### src/rtl/i2c_guard_pkg.sv
package i2c_guard_pkg;

    typedef enum logic [2:0] {
        G_IDLE,
        G_START,
        G_STOP,
        G_RS_SDA,
        G_RS_SCL
    } gen_st_e;

    typedef enum logic [1:0] {
        REQ_NONE,
        REQ_STOP,
        REQ_RS
    } req_e;

endpackage

### src/rtl/i2c_line_sync.sv
module i2c_line_sync #(
    parameter int WIDTH  = 2,
    parameter int STAGES = 2
) (
    input  logic             clk,
    input  logic             rst_n,
    input  logic [WIDTH-1:0] din,
    output logic [WIDTH-1:0] dout,
    output logic [WIDTH-1:0] dprev
);
    // STAGES synchronizer flops plus one history flop for edge detection
    logic [WIDTH-1:0] pipe_q [STAGES+1];

    always_ff @(posedge clk or negedge rst_n) begin
        if (!rst_n) begin
            for (int i = 0; i <= STAGES; i++) pipe_q[i] <= '1;
        end else begin
            pipe_q[0] <= din;
            for (int i = 1; i <= STAGES; i++) pipe_q[i] <= pipe_q[i-1];
        end
    end

    assign dout  = pipe_q[STAGES-1];
    assign dprev = pipe_q[STAGES];
endmodule

### src/rtl/i2c_cond_detect.sv
module i2c_cond_detect (
    input  logic scl_s,
    input  logic sda_s,
    input  logic scl_p,
    input  logic sda_p,
    output logic start_det,
    output logic stop_det
);
    logic scl_hi;

    always_comb begin
        scl_hi    = scl_s & scl_p;
        start_det = scl_hi &  sda_p & ~sda_s;
        stop_det  = scl_hi & ~sda_p &  sda_s;
    end
endmodule

### src/rtl/i2c_bus_guard.sv
module i2c_bus_guard
    import i2c_guard_pkg::*;
#(
    parameter int HOLD_CYC    = 4,
    parameter int SYNC_STAGES = 2
) (
    input  logic clk,
    input  logic rst_n,
    input  logic scl_in,
    input  logic sda_in,
    output logic scl_oe,
    output logic sda_oe,
    input  logic is_master,
    input  logic is_tx,
    input  logic rx_full,
    input  logic ctl_we,
    input  logic ctl_busy,
    input  logic ctl_cmd,
    input  logic fmt_we,
    input  logic srst,
    input  logic sdo_we,
    input  logic sdo_val,
    input  logic tx_wr,
    output logic busy,
    output logic scl_mon,
    output logic sda_mon,
    output logic tx_empty,
    output logic arb_lost
);
    localparam int CW = (HOLD_CYC > 1) ? $clog2(HOLD_CYC) : 1;
    localparam logic [CW-1:0] CNT_LAST = CW'(HOLD_CYC - 1);

    typedef struct packed {
        gen_st_e       st;
        logic [CW-1:0] cnt;
        logic          scl_low;
        logic          sda_low;
        req_e          pend;
        logic          busy;
        logic          sdao;
        logic          tx_empty;
        logic          arb;
        logic [1:0]    sda_pipe;
    } regs_t;

    localparam regs_t REGS_RST = '{
        st: G_IDLE, cnt: '0, scl_low: 1'b0, sda_low: 1'b0, pend: REQ_NONE,
        busy: 1'b0, sdao: 1'b1, tx_empty: 1'b1, arb: 1'b0, sda_pipe: 2'b00
    };

    regs_t r_d, r_q;

    logic [1:0] line_s, line_p;
    logic       scl_s, sda_s, scl_p, sda_p;
    logic       start_det, stop_det;
    logic       gen_idle, sda_drive;

    i2c_line_sync #(.WIDTH(2), .STAGES(SYNC_STAGES)) sync_i (
        .clk   (clk),
        .rst_n (rst_n),
        .din   ({scl_in, sda_in}),
        .dout  (line_s),
        .dprev (line_p)
    );

    assign scl_s = line_s[1];
    assign sda_s = line_s[0];
    assign scl_p = line_p[1];
    assign sda_p = line_p[0];

    i2c_cond_detect det_i (
        .scl_s     (scl_s),
        .sda_s     (sda_s),
        .scl_p     (scl_p),
        .sda_p     (sda_p),
        .start_det (start_det),
        .stop_det  (stop_det)
    );

    assign gen_idle  = (r_q.st == G_IDLE);
    assign sda_drive = r_q.sda_low | ~r_q.sdao;

    logic wr_ok, start_req, rs_req, stop_req, rx_gate, stop_ok;
    logic go_start, go_stop, go_rs, cnt_end;

    always_comb begin
        r_d = r_q;

        // command decode: blocked while soft reset is held
        wr_ok     = ctl_we & ~srst & ~ctl_cmd & is_master;
        start_req = wr_ok & ctl_busy & ~r_q.busy & is_tx & scl_s & sda_s;
        rs_req    = wr_ok & ctl_busy & r_q.busy;
        stop_req  = wr_ok & ~ctl_busy;
        rx_gate   = ~srst & rx_full & ~scl_s;
        stop_ok   = r_q.scl_low & ~sda_s;
        cnt_end   = (r_q.cnt == CNT_LAST);

        go_start = gen_idle & start_req;
        go_stop  = gen_idle & stop_ok &
                   ((stop_req & is_tx) | ((r_q.pend == REQ_STOP) & rx_gate));
        go_rs    = gen_idle & r_q.scl_low &
                   ((rs_req & is_tx) | ((r_q.pend == REQ_RS) & rx_gate));

        // parked requests for master receive
        if (go_stop || go_rs) r_d.pend = REQ_NONE;
        if (srst)                      r_d.pend = REQ_NONE;
        else if (stop_req && !is_tx)   r_d.pend = REQ_STOP;
        else if (rs_req && !is_tx)     r_d.pend = REQ_RS;

        // condition sequencer
        unique case (r_q.st)
            G_IDLE: begin
                r_d.cnt = '0;
                if (go_start) begin
                    r_d.sda_low = 1'b1;
                    r_d.st      = G_START;
                end else if (go_stop) begin
                    r_d.scl_low = 1'b0;
                    r_d.st      = G_STOP;
                end else if (go_rs) begin
                    r_d.sda_low = 1'b0;
                    r_d.st      = G_RS_SDA;
                end
            end
            G_START: begin
                r_d.cnt = r_q.cnt + 1'b1;
                if (cnt_end) begin
                    r_d.scl_low = 1'b1;
                    r_d.st      = G_IDLE;
                end
            end
            G_STOP: begin
                r_d.cnt = r_q.cnt + 1'b1;
                if (cnt_end) begin
                    r_d.sda_low = 1'b0;
                    r_d.st      = G_IDLE;
                end
            end
            G_RS_SDA: begin
                r_d.cnt = r_q.cnt + 1'b1;
                if (cnt_end) begin
                    r_d.scl_low = 1'b0;
                    r_d.cnt     = '0;
                    r_d.st      = G_RS_SCL;
                end
            end
            G_RS_SCL: begin
                r_d.cnt = r_q.cnt + 1'b1;
                if (cnt_end) begin
                    r_d.sda_low = 1'b1;
                    r_d.cnt     = '0;
                    r_d.st      = G_START;
                end
            end
            default: r_d.st = G_IDLE;
        endcase

        // bus-busy flag: format select has priority over line events
        if (fmt_we)         r_d.busy = 1'b0;
        else if (start_det) r_d.busy = 1'b1;
        else if (stop_det)  r_d.busy = 1'b0;

        if (sdo_we && !srst) r_d.sdao = sdo_val;

        if (srst && is_tx)      r_d.tx_empty = 1'b1;
        else if (tx_wr && !srst) r_d.tx_empty = 1'b0;

        // own SDA drive delayed to line up with the synchronized sample
        r_d.sda_pipe = {r_q.sda_pipe[0], sda_drive};
        r_d.arb = ~gen_idle & ~r_q.sda_pipe[1] & ~r_q.sda_pipe[0] & scl_s & ~sda_s;
    end

    always_ff @(posedge clk or negedge rst_n) begin
        if (!rst_n) r_q <= REGS_RST;
        else        r_q <= r_d;
    end

    assign scl_oe   = r_q.scl_low;
    assign sda_oe   = sda_drive;
    assign busy     = r_q.busy;
    assign tx_empty = r_q.tx_empty;
    assign arb_lost = r_q.arb;
    assign scl_mon  = srst | scl_s;
    assign sda_mon  = srst | sda_s;
endmodule

### config.mk
export PLATFORM = sky130hd
export DESIGN_NAME = i2c_bus_guard
export DESIGN_NICKNAME = d
export VERILOG_FILES = /design/src/rtl/i2c_guard_pkg.sv /design/src/rtl/i2c_line_sync.sv /design/src/rtl/i2c_cond_detect.sv /design/src/rtl/i2c_bus_guard.sv
export SDC_FILE = /design/constraint.sdc
export NUM_CORES = 1
export LEC_CHECK = 0
export BUFFER_PORTS_ARGS = -buffer_cell sky130_fd_sc_hd__buf_4
export CELL_PAD_IN_SITES_DETAIL_PLACEMENT = 1
export CELL_PAD_IN_SITES_GLOBAL_PLACEMENT = 1
export CORE_MARGIN = 2
export CORE_UTILIZATION = 41
export CTS_CLUSTER_DIAMETER = 200
export DETAILED_ROUTE_END_ITERATION = 10
export PLACE_DENSITY = 0.87
export SLEW_MARGIN = 20
export SYNTH_ARGS = -nofsm -noshare
export SYNTH_HDL_FRONTEND = slang
export SYNTH_HIERARCHICAL = 1
export SYNTH_SLANG_ARGS = --single-unit
### constraint.sdc
create_clock -name clk -period 1.9 [get_ports clk]
set_input_delay 0 -clock clk [delete_from_list [all_inputs] [get_ports clk]]
set_output_delay 0 -clock clk [all_outputs]
set_load 0.1 [all_outputs]
## Word-level counts from Yosys, hierarchy flattened

Index checks and enable logic that the tools add are counted.

- Output and inout bits: 7
- Word-level logic and storage cells: 123
- Flip-flop bits (word level): 21

- Bitwise logic cells: 47
- Muxes and demuxes: 26
- Add/sub/neg operators: 1
- Equality and inequality tests: 17
- Reductions and logical operators: 19

Operator list:

| kind | number |
|---|---|
| bitwise AND 1 bit | 31 |
| two-way mux 1 bit | 12 |
| two-way mux 3 bit | 4 |
| case mux 3 bit (4 select lines) | 1 |
| NOT 1 bit | 11 |
| != test 2 bit (second input constant) | 5 |
| AND reduction 5 bit | 2 |
| nonzero test 3 bit | 3 |
| two-way mux 2 bit | 4 |
| case mux 2 bit (4 select lines) | 1 |
| nonzero test 4 bit | 2 |
| equality test 3 x 2 -> 1 bit (second input constant) | 2 |
| two-way mux 6 bit | 1 |
| case mux 1 bit (3 select lines) | 2 |
| logical AND 1 bit | 5 |
| two-way mux 5 bit | 1 |
| OR 1 bit | 5 |
| equality test 2 bit (second input constant) | 2 |
| != test 2 x 1 -> 1 bit (second input constant) | 2 |
| != test 4 x 1 -> 1 bit (second input constant) | 1 |
| AND reduction 4 bit | 1 |
| equality test 3 x 1 -> 1 bit (second input constant) | 1 |
| equality test 3 bit (second input constant) | 1 |
| zero test 3 bit | 1 |
| other kinds (8) | 9 |

## Longest topological paths before layout

- Depth after elaboration: 14
- Mapped depth: 6

## Modules after synthesis

The synthesis kept the hierarchy.

Modules (own cells, without submodules):

| module | area an instance (sq um) | times used | cells each |
|---|---|---|---|
| i2c_bus_guard | 832.0 | 1 | 83 |
| i2c_line_sync | 187.7 | 1 | 10 |
| i2c_cond_detect | 20.0 | 1 | 2 |

## Worst setup path after synthesis

Ideal clock, no wire load.

- Path type: flip-flop to flip-flop
- Start point: register r_q, in the netlist scl_oe
- End point: register r_q[7] in the netlist's numbering
- Arrival: 1933 ps
- Setup slack: -158 ps
- Stages on the path, launching flop included: 6
- Setup time: 125 ps
- Cell sequence: dfrtp_1 -> and4bb_2 -> a22oi_2 -> a31oi_1 -> nor3_1 -> a2bb2o_1

- Longest elaborated chain between the ends: 5
- Elaborated cells between the ends (all ways): 7
- Classes of those cells: bitwise (5); reduce/logical (2)

RTL lines:

| what | RTL line | source |
|---|---|---|
| start: declaration | i2c_bus_guard.sv:51 | `regs_t r_d, r_q;` |
| start signal: assignment | i2c_bus_guard.sv:175 | `else r_q <= r_d;` |
| bitwise AND 1 bit | i2c_bus_guard.sv:95 | `stop_ok = r_q.scl_low & ~sda_s;` |
| bitwise AND 1 bit (2 in a row) | i2c_bus_guard.sv:99 | `go_stop = gen_idle & stop_ok &` |
| logical OR 1 bit * | i2c_bus_guard.sv:105 | `if (go_stop \|\| go_rs) r_d.pend = REQ_NONE;` |
| nonzero test 4 bit (no source line) * | - |  |

Mark *: on every way between the ends. The rest lies on a longest branch, timed or not.
A chain may end at the register's enable or synchronous reset.

## Final worst setup path

- Start point: register sync_i.pipe_q, in the netlist sync_i/dout[0]
- End point: register r_q[7] in the netlist's numbering

- Longest elaborated chain between the ends: 6

RTL lines:

| what | RTL line | source |
|---|---|---|
| start: declaration | i2c_line_sync.sv:12 | `logic [WIDTH-1:0] pipe_q [STAGES+1];` |
| NOT 1 bit | i2c_bus_guard.sv:95 |  |
| bitwise AND 1 bit | i2c_bus_guard.sv:95 |  |
| bitwise AND 1 bit (2 in a row) | i2c_bus_guard.sv:99 |  |
| logical OR 1 bit | i2c_bus_guard.sv:105 |  |
| nonzero test 4 bit (no source line) | - |  |

Every way passes these cells.

==> metrics.cfg <==
[finish]
drive_gt1_share_pct=38.89
final_area_um2=1334
num_antenna_cells=0
nFillCells=288
nets=143
stdcell_count=156
syn_to_final_growth_pct=28.28

[worst_setup_path]
cp_max_fo=8
rrSetupSlack_ns=0.16
r2r_start=sync_i/dout[0]$_DFF_PN1_
critPathRequiredTime_ns=2.17
rr_endpoint=r_q[7]$_DFFE_PN0P_
crit_path_end_kind=flop
path_class=reg2reg
worst_setup_path_start_kind=flop
r2r_cells=5
cp.arrival_ns=2.01

[cts]
cts_root_buf=clkbuf_4
post_cts_buffers=0
cts.path.max_buffers=2
cts_resized=0
ctsHtreeMaxLevel=1
cts_sinks=21
clk_pin_slew_ns=0.13
cts_tree=yes
clk-insertion-delay-late_ns=0.32
cts_buffers=3
postCtsHoldBufs=8

[global_routing]
grt_pass1_vias=914
grt_start_max_net_pins=22
overflow=0
grt_pass1_wl_um=4167
antenna_found_initial=0
grt_use_total_pct=20.73

[drt]
via_count=846
first_pass_iters=3
avgRoutedWirePerCell_um=16.49
drcViolationCount=0
drt_wl_total_um=2573
viasPerCell=5.423
drtAntennaViolNets=0
drt_iter0_drc=7

[power_and_ir_drop]
leakage_uw=0.0006001
p_seq_share_pct=44.2
p_sw_uw=521.2
power_switching_share_pct=39.08
power-per-cell-area_nw_per_um2=999.9
p_total_uw=1334
intPower_uw=812.4
clock_power_share_pct=16.7
comb_power_share_pct=39.2
ir_worst_vdd_uv=627.2

[floorplan]
start_util_pct=42.75
ios=22
coreArea_um2=2432
die_area_um2=2955
num_rows=18
dieHeight_um=54.36
die_w_um=54.36

[synth]
synthesis.area_um2=1040
syn_inst=95
ys_seq_area_share_pct=51.50
synthDistinctLibCells=38
ys_ff_latch=21
yosys_warnings=6
synth_edf_count=0
avgSynthCellArea_um2=10.94
synthArstFlopShare_pct=100.0
dominantRegCellSynth=dfrtp_1
synth_nets=111

[placed_design]
place.gp.congestion=0.7670
port_buffers=21
dp_slack_ns=0.1946
dpl.cell_count=144
place_area_um2=1226
hpwl_um=1847

[hold_path]
whs_endpoint=r_q[6]$_DFFE_PN0P_
hold_depth=3
hold_class=in2reg
hp-start=srst

[sta]
slew-limit-headroom_pct=78.35
max_freq_ghz=0.5739
finalMaxSlewViolations=0
tns_ns=0
worst_slack_ns=0.1574
final.min_clock_period_ns=1.743
rsz0062_at_grt=no
max_slew.worst_pin.slew_ns=0.3241
hold_viol_final=0
clock_skew_ns=0.01310
setup_violations=0
post-route-period-util_pct=91.71

[status]
status=complete, no violations

[run]
maxCapViolations=0

## cell families (layout without fill, tap and decap cells)
kind of cell             Yosys count  count (layout)  share of synthesized area (%)
AO/OA/AOI/OAI                     22              22                          14.20
adder cells (fa/ha/maj)            2               2                          2.166
buffers and inverters             10              41                          5.054
flip-flops                        21              21                          51.50
multiplexers                       4               4                          4.212
AND/OR/NAND/NOR                   36              36                          22.86
## Yosys cell counts (3+ instances only)
library cell	instances	share of area [%]
nand2_1	6	2.2
a21oi_1	3	1.4
and4b_1	4	3.9
dfstp_2	8	20
o21ai_0	8	3.9
mux2_2	3	3.2
nand3_1	3	1.4
inv_1	5	1.8
buf_4	4	2.9
dfrtp_1	13	31
nor2_1	6	2.2
## stage by stage
| step | utilization (%) | hold WS [ns] |
|---|---|---|
| after global routing | 54.84 | 0.006808 |
| after detailed placement | 50.41 | -0.1043 |
| final | 54.84 | 0.01221 |
| after floorplan | - | -0.2956 |
| after CTS | 54.84 | 0.006384 |
| after global placement | 50.41 | -0.1062 |
## final cells by class
type / instances / area [µm²] / share of cell area, %
timing repair buffer: 32 / 260.3 / 19.51
inverter: 5 / 18.77 / 1.407
tap: 30 / 37.54 / 2.814
clock buffer: 3 / 22.52 / 1.689
sequential: 21 / 538.0 / 40.34
clock inverter: 1 / 5.005 / 0.3752
multi-input combinational: 64 / 451.7 / 33.86
## per-layer routing
layer,share of wire (%),GRT usage [%],vias to the layer above
met5,0,0,-
met4,1.6,8.333,0
met3,4.3,6.284,6
met2,52,37.15,23
met1,42,22.65,414
li1,-,-,403
## cell usage in the layout, fill, tap and decap left out, types with 2 or more instances in the layout
cell type / synthesis / routed
buf_4: 4 / 24
dfrtp_1: 13 / 11
o21ai_0: 8 / 8
dlygate4sd3_1: 0 / 8
dfstp_2: 8 / 8
nor2_1: 6 / 6
nand2_1: 6 / 6
inv_1: 5 / 5
and4b_1: 4 / 4
nand3_1: 3 / 3
a21oi_1: 3 / 3
mux2_2: 3 / 3
clkbuf_4: 0 / 3
or2_2: 2 / 2
and3_1: 2 / 2
and4bb_2: 2 / 2
nand2b_1: 2 / 2
nor3_1: 2 / 2
dfrtp_2: 0 / 2
## how the worst max path moves through the flow
stage                              from                  to  slack (ns)  cells past startpoint
6_report       sync_i/dout[0]$_DFF_PN1_  r_q[7]$_DFFE_PN0P_        0.16                      5
3_3_place_gp   sync_i/dout[0]$_DFF_PN1_  r_q[7]$_DFFE_PN0P_        0.27                      5
2_1_floorplan          busy$_DFFE_PN0P_  r_q[8]$_DFFE_PN0P_        0.15                      5
4_1_cts        sync_i/dout[0]$_DFF_PN1_  r_q[7]$_DFFE_PN0P_        0.13                      5
5_1_grt        sync_i/dout[0]$_DFF_PN1_  r_q[7]$_DFFE_PN0P_        0.05                      5
3_5_place_dp   sync_i/dout[0]$_DFF_PN1_  r_q[7]$_DFFE_PN0P_        0.19                      5
## worst max-delay path: stages, from the launching register on
cell,delay (ns)
dfstp_2,0.61
and4bb_2,0.25
a22oi_2,0.29
a31oi_1,0.15
nor3_1,0.23
a2bb2o_1,0.17
## power groups by stage
stage               Combinational (µW)  Clock, µW  Sequential (µW)
global placement                   492          0              590
detailed placement                 507          0              595
CTS                                529        229              587
floorplan                          259          0              676
global route                       564        246              597
finish                             523        222              589
## state kept, by name, summed over array words and instances, names as in the netlist, 2 cells and up
signal,cells
r_q,10
sync_i/dout,2
sync_i/dprev,2
sync_i/pipe_q,2
Power figures use the tool's default switching activity.
